$ cat src/rtl/bitlut3_pkg.sv
package bitlut3_pkg;

  // Selector count for the lookup: old destination, source A, source B.
  localparam int SEL_W = 3;
  localparam int TBL_W = 1 << SEL_W;
  localparam int CR_W  = 4;

  // Condition summary, most significant field first.
  typedef struct packed {
    logic lt;
    logic gt;
    logic eq;
    logic so;
  } cond_t;

endpackage

$ cat src/rtl/bitlut3_lanes.sv
module bitlut3_lanes
  import bitlut3_pkg::*;
#(
  parameter int DATA_W = 64
) (
  input  logic [DATA_W-1:0] dest,
  input  logic [DATA_W-1:0] src_a,
  input  logic [DATA_W-1:0] src_b,
  input  logic [TBL_W-1:0]  table_bits,
  output logic [DATA_W-1:0] result
);

  // One independent 8:1 lookup per bit lane.
  for (genvar i = 0; i < DATA_W; i++) begin : g_lane
    logic [SEL_W-1:0] sel;
    assign sel       = {dest[i], src_a[i], src_b[i]};
    assign result[i] = table_bits[sel];
  end

endmodule

$ cat src/rtl/bitlut3_cond.sv
module bitlut3_cond
  import bitlut3_pkg::*;
#(
  parameter int DATA_W = 64
) (
  input  logic [DATA_W-1:0] value,
  input  logic              so_in,
  input  logic              enable,
  output cond_t             summary
);

  logic neg, zero;

  assign neg  = value[DATA_W-1];
  assign zero = (value == '0);

  always_comb begin
    summary = '0;
    if (enable) begin
      summary.lt = neg;
      summary.gt = !neg && !zero;
      summary.eq = zero;
      summary.so = so_in;
    end
  end

endmodule

$ cat src/rtl/bitlut3_stage.sv
module bitlut3_stage
  import bitlut3_pkg::*;
#(
  parameter int DATA_W = 64
) (
  input  logic              clk,
  input  logic              rst_n,
  input  logic              in_valid,
  output logic              in_ready,
  input  logic [DATA_W-1:0] in_result,
  input  cond_t             in_cond,
  input  logic              in_rec,
  output logic              out_valid,
  input  logic              out_ready,
  output logic [DATA_W-1:0] out_result,
  output cond_t             out_cond,
  output logic              out_rec
);

  logic take;

  assign in_ready = !out_valid || out_ready;
  assign take     = in_valid && in_ready;

  always_ff @(posedge clk) begin
    if (!rst_n) begin
      out_valid  <= 1'b0;
      out_result <= '0;
      out_cond   <= '0;
      out_rec    <= 1'b0;
    end else begin
      if (in_ready) out_valid <= in_valid;
      if (take) begin
        out_result <= in_result;
        out_cond   <= in_cond;
        out_rec    <= in_rec;
      end
    end
  end

endmodule

$ cat src/rtl/bitlut3_unit.sv
module bitlut3_unit
  import bitlut3_pkg::*;
#(
  parameter int DATA_W = 64
) (
  input  logic                clk,
  input  logic                rst_n,
  input  logic                in_valid,
  output logic                in_ready,
  input  logic [DATA_W-1:0]   in_dest,
  input  logic [DATA_W-1:0]   in_src_a,
  input  logic [DATA_W-1:0]   in_src_b,
  input  logic [TBL_W-1:0]    in_table,
  input  logic                in_record,
  input  logic                in_so,
  output logic                out_valid,
  input  logic                out_ready,
  output logic [DATA_W-1:0]   out_result,
  output logic                out_rd_wen,
  output logic                out_cr_wen,
  output logic [CR_W-1:0]     out_cr
);

  logic [DATA_W-1:0] lut_res;
  cond_t             lut_cond;
  cond_t             held_cond;
  logic              held_rec;

  bitlut3_lanes #(.DATA_W(DATA_W)) u_lanes (
    .dest       (in_dest),
    .src_a      (in_src_a),
    .src_b      (in_src_b),
    .table_bits (in_table),
    .result     (lut_res)
  );

  bitlut3_cond #(.DATA_W(DATA_W)) u_cond (
    .value   (lut_res),
    .so_in   (in_so),
    .enable  (in_record),
    .summary (lut_cond)
  );

  bitlut3_stage #(.DATA_W(DATA_W)) u_stage (
    .clk        (clk),
    .rst_n      (rst_n),
    .in_valid   (in_valid),
    .in_ready   (in_ready),
    .in_result  (lut_res),
    .in_cond    (lut_cond),
    .in_rec     (in_record),
    .out_valid  (out_valid),
    .out_ready  (out_ready),
    .out_result (out_result),
    .out_cond   (held_cond),
    .out_rec    (held_rec)
  );

  assign out_rd_wen = out_valid && out_ready;
  assign out_cr_wen = out_rd_wen && held_rec;
  assign out_cr     = held_cond;

endmodule

$ cat config.mk
export PLATFORM = sky130hd
export DESIGN_NAME = bitlut3_unit
export DESIGN_NICKNAME = d
export VERILOG_FILES = /design/src/rtl/bitlut3_pkg.sv /design/src/rtl/bitlut3_lanes.sv /design/src/rtl/bitlut3_cond.sv /design/src/rtl/bitlut3_stage.sv /design/src/rtl/bitlut3_unit.sv
export SDC_FILE = /design/constraint.sdc
export NUM_CORES = 1
export LEC_CHECK = 0
export BUFFER_PORTS_ARGS = -buffer_cell sky130_fd_sc_hd__buf_2
export CORE_UTILIZATION = 49
export CTS_CLUSTER_DIAMETER = 100
export CTS_CLUSTER_SIZE = 28
export DETAILED_ROUTE_END_ITERATION = 8
export PLACE_DENSITY = 0.83
export SLEW_MARGIN = 20
export SYNTH_ARGS = -nofsm -noshare
export SYNTH_HDL_FRONTEND = slang
export SYNTH_SLANG_ARGS = --single-unit
$ cat constraint.sdc
create_clock -name clk -period 2.4 [get_ports clk]
set_clock_uncertainty 0.15 [all_clocks]
set_input_delay 0.24 -clock clk [delete_from_list [all_inputs] [get_ports clk]]
set_output_delay 0.24 -clock clk [all_outputs]
set_load 0.1 [all_outputs]
==> metrics <==
status=complete, but fails checks; failing checks=setup timing; CTS buffer count=9; Crit Path Category=in -> reg; CP Cell Sequence=buf_2 -> buf_12 -> buf_4 -> mux4_2 -> mux2i_1 -> buf_4 -> nand4_1 -> nor4_2 -> nand4_1 -> a32o_1; headroom to the max-slew limit=64.1%; Yosys top cell by area=mux4_2; number of flops mapped to enable cells by yosys=0; drc violations=0; slowest CP cell=mux4_2; vias in the first global route=6313; routability cong.=0.923; max-cap viol count=0; CP arrival=2.49 ns; H-Tree Depth=3; Net Sw Frac=39.2%; Synth Register Bits=70; top post-synthesis cells by area=mux4_2, dfxtp_1, o211a_1; cell family with most CP delay=multiplexers; power per cell area=570 mW/mm^2; grt total ovfl=0; DRT Pass-1 Iters=5; drt initial violations=730; Net Count, Synth=717; count of final setup violators=1; total track usage=34.1%; buffers and inverters on the worst path=4; clk buf depth=2; Reg clk slew, reported paths=0.06 ns; TritonCTS Sinks=70; Seq pwr share=26.1%; die footprint=0.0138 mm^2; initial antenna violation count=2; RSZ-0062 raised after global routing=no; Peak supply drop=0.477 mV; Worst Max-Slew Pin Slew=0.539 ns; crit path capture type=flip-flop; Clk pwr share=28.4%; core footprint=0.0128 mm^2; Initial Util=51.0%; Netlist Area Pre-Place=0.00651 mm^2; DR vias=6401; pre-CTS WS=-0.538 ns; top-area cell type share of the netlist area=42.5%; Total Nets Final=1020; Yosys warnings=0; Fin. Hold Viols=0; port bufs=277; DR WL/cell=23.3 um; vias per cell=6.45; Primary FF master, synth=dfxtp_1; Cells after Synth=511; CP Max Fanout=26; Comb power frac=45.5%; top-count cell post-synth=mux4_2; CTS tree=built; Cell Int Power=3.09 mW; Net Switching=1.99 mW; clk_lat worst skew=0.33 ns; fraction of layout cells with a size suffix above 1=63.1%; Root Driver=clkbuf_16; Rows=41; routed wire length=23100 um; sequential share of the synthesized area=21.5%; Fmax=415 MHz; Tmin final=2.41 ns; Async SR Flop Fraction=0%; final worst setup slack=-0.0115 ns; HP Class=in -> reg; global-route wire length before repair=34300 um; crit share post-route=100%; Avg Cell Area, Syn=12.7 um^2; postcts setup bufs=0; Post-synth top cells=mux4_2, dfxtp_1, nand2_1, o211a_1, mux2i_1; slowest cell delay on critical path=0.44 ns; Die Width=117 um; antenna viol nets, final=0; Max Slew Vio Count=0; Layout area overhead=36.9%; distinct cell type count after synthesis=24; design area=0.00892 mm^2; largest net degree at the start of global routing=54; Data required, critical path=2.47 ns; height of the die=117 um; post-DP HPWL=18100 um; Placed Area=0.00857 mm^2; Worst setup SP type=input port; io pins=278; Leak=4.53 nW
==> timing repair <==
item	CTS	global route
endpoints found under the setup margin	2	1
hold buffers	0	0
resized for setup	2	2
pin swaps	0	0
==> per-layer routing <==
layer	GRT usage, %	wire (um)	vias up
met2	56.2	11400	464
met3	7.21	2670	62
met5	0	0	-
met1	43.1	8190	3153
met4	15.9	829	0
li1	-	-	2722
==> final cells by class <==
cell class / instances / area [um^2]
tap: 172 / 215
multi-input combinational: 361 / 4700
fill: 929 / 3860
clock inverter: 6 / 85.1
inverter: 1 / 3.75
sequential: 70 / 1400
antenna: 2 / 5.00
timing repair buffer: 371 / 2270
clock buffer: 10 / 239
==> worst paths after layout <==
check / start / endpoint / slack (ns) / cells after the start
min: in_valid / u_stage.out_valid$_SDFFE_PN0N_ / 0.03 / 3
max: in_table[3] / u_stage.out_cond[2]$_SDFFE_PN0P_ / -0.01 / 10
min reg2reg: u_stage.out_cond[1]$_SDFFE_PN0P_ / u_stage.out_cond[1]$_SDFFE_PN0P_ / 0.31 / 2
max reg2reg: u_stage.out_valid$_SDFFE_PN0N_ / u_stage.out_result[44]$_SDFFE_PN0P_ / 0.77 / 5
==> through the flow <==
stage | instances | power, mW | util (%) | hold slack [ns] | TNS [ns]
after global placement | 975 | 3.58 | 67.1 | 0.301 | -0.676
after detailed placement | 975 | 3.63 | 67.1 | 0.305 | -0.939
after floorplan | 511 | 2.87 | - | 0.221 | 0
final | 993 | 5.08 | 69.8 | 0.0275 | -0.0115
after global routing | 992 | 5.25 | 69.8 | 0.0465 | 0
after CTS | 991 | 5.07 | 69.7 | 0.0242 | 0
==> worst register-to-register path: stages (launching register included) <==
cell	delay, ns
dfxtp_2	0.34
nand2b_4	0.08
and2_4	0.36
buf_4	0.34
nand2_1	0.10
o211a_1	0.14
==> flip-flops by register name, summed over array words and instances, names as in the netlist <==
register	count
u_stage.out_cond	4
u_stage.out_rec	1
u_stage.out_valid	1
u_stage.out_result	64
==> placed cells by master (no fill, tap or decap) <==
master      instances
a21boi_0            3
a32o_1              1
and2_1              2
and2_4              1
and3_1              1
buf_12             14
buf_2             276
buf_4              81
bufinv_16           2
clkbuf_16           9
clkbuf_8            1
clkinv_2            2
clkinvlp_4          2
dfxtp_1            69
dfxtp_2             1
diode_2             2
inv_1               1
mux2i_1            61
mux2i_2             3
mux4_1              5
mux4_2            123
nand2_1            69
nand2b_4            1
nand3_1             3
nand4_1            17
nor2b_1             1
nor4_1              3
nor4_2              1
o211a_1            64
o21ai_0             1
o21ai_1             1
==> power by group through the flow <==
stage | clock, mW | sequential (mW) | combinational (mW)
floorplan | 0 | 2.06 | 0.819
global placement | 0 | 1.34 | 2.24
detailed placement | 0 | 1.35 | 2.28
CTS | 1.46 | 1.32 | 2.29
global route | 1.51 | 1.33 | 2.41
finish | 1.44 | 1.33 | 2.31
==> kinds of logic (layout without fill, tap and decap cells) <==
logic type	Yosys count	in the layout	share of synthesized area [%]
and+or+nand+nor	99	99	6.80
AOI/OAI and AO/OA	70	70	10.5
other	0	2	0
buffers and inverters	80	388	6.73
muxes	192	192	54.5
DFF	70	70	21.5
(Power assumes the default switching activity.)
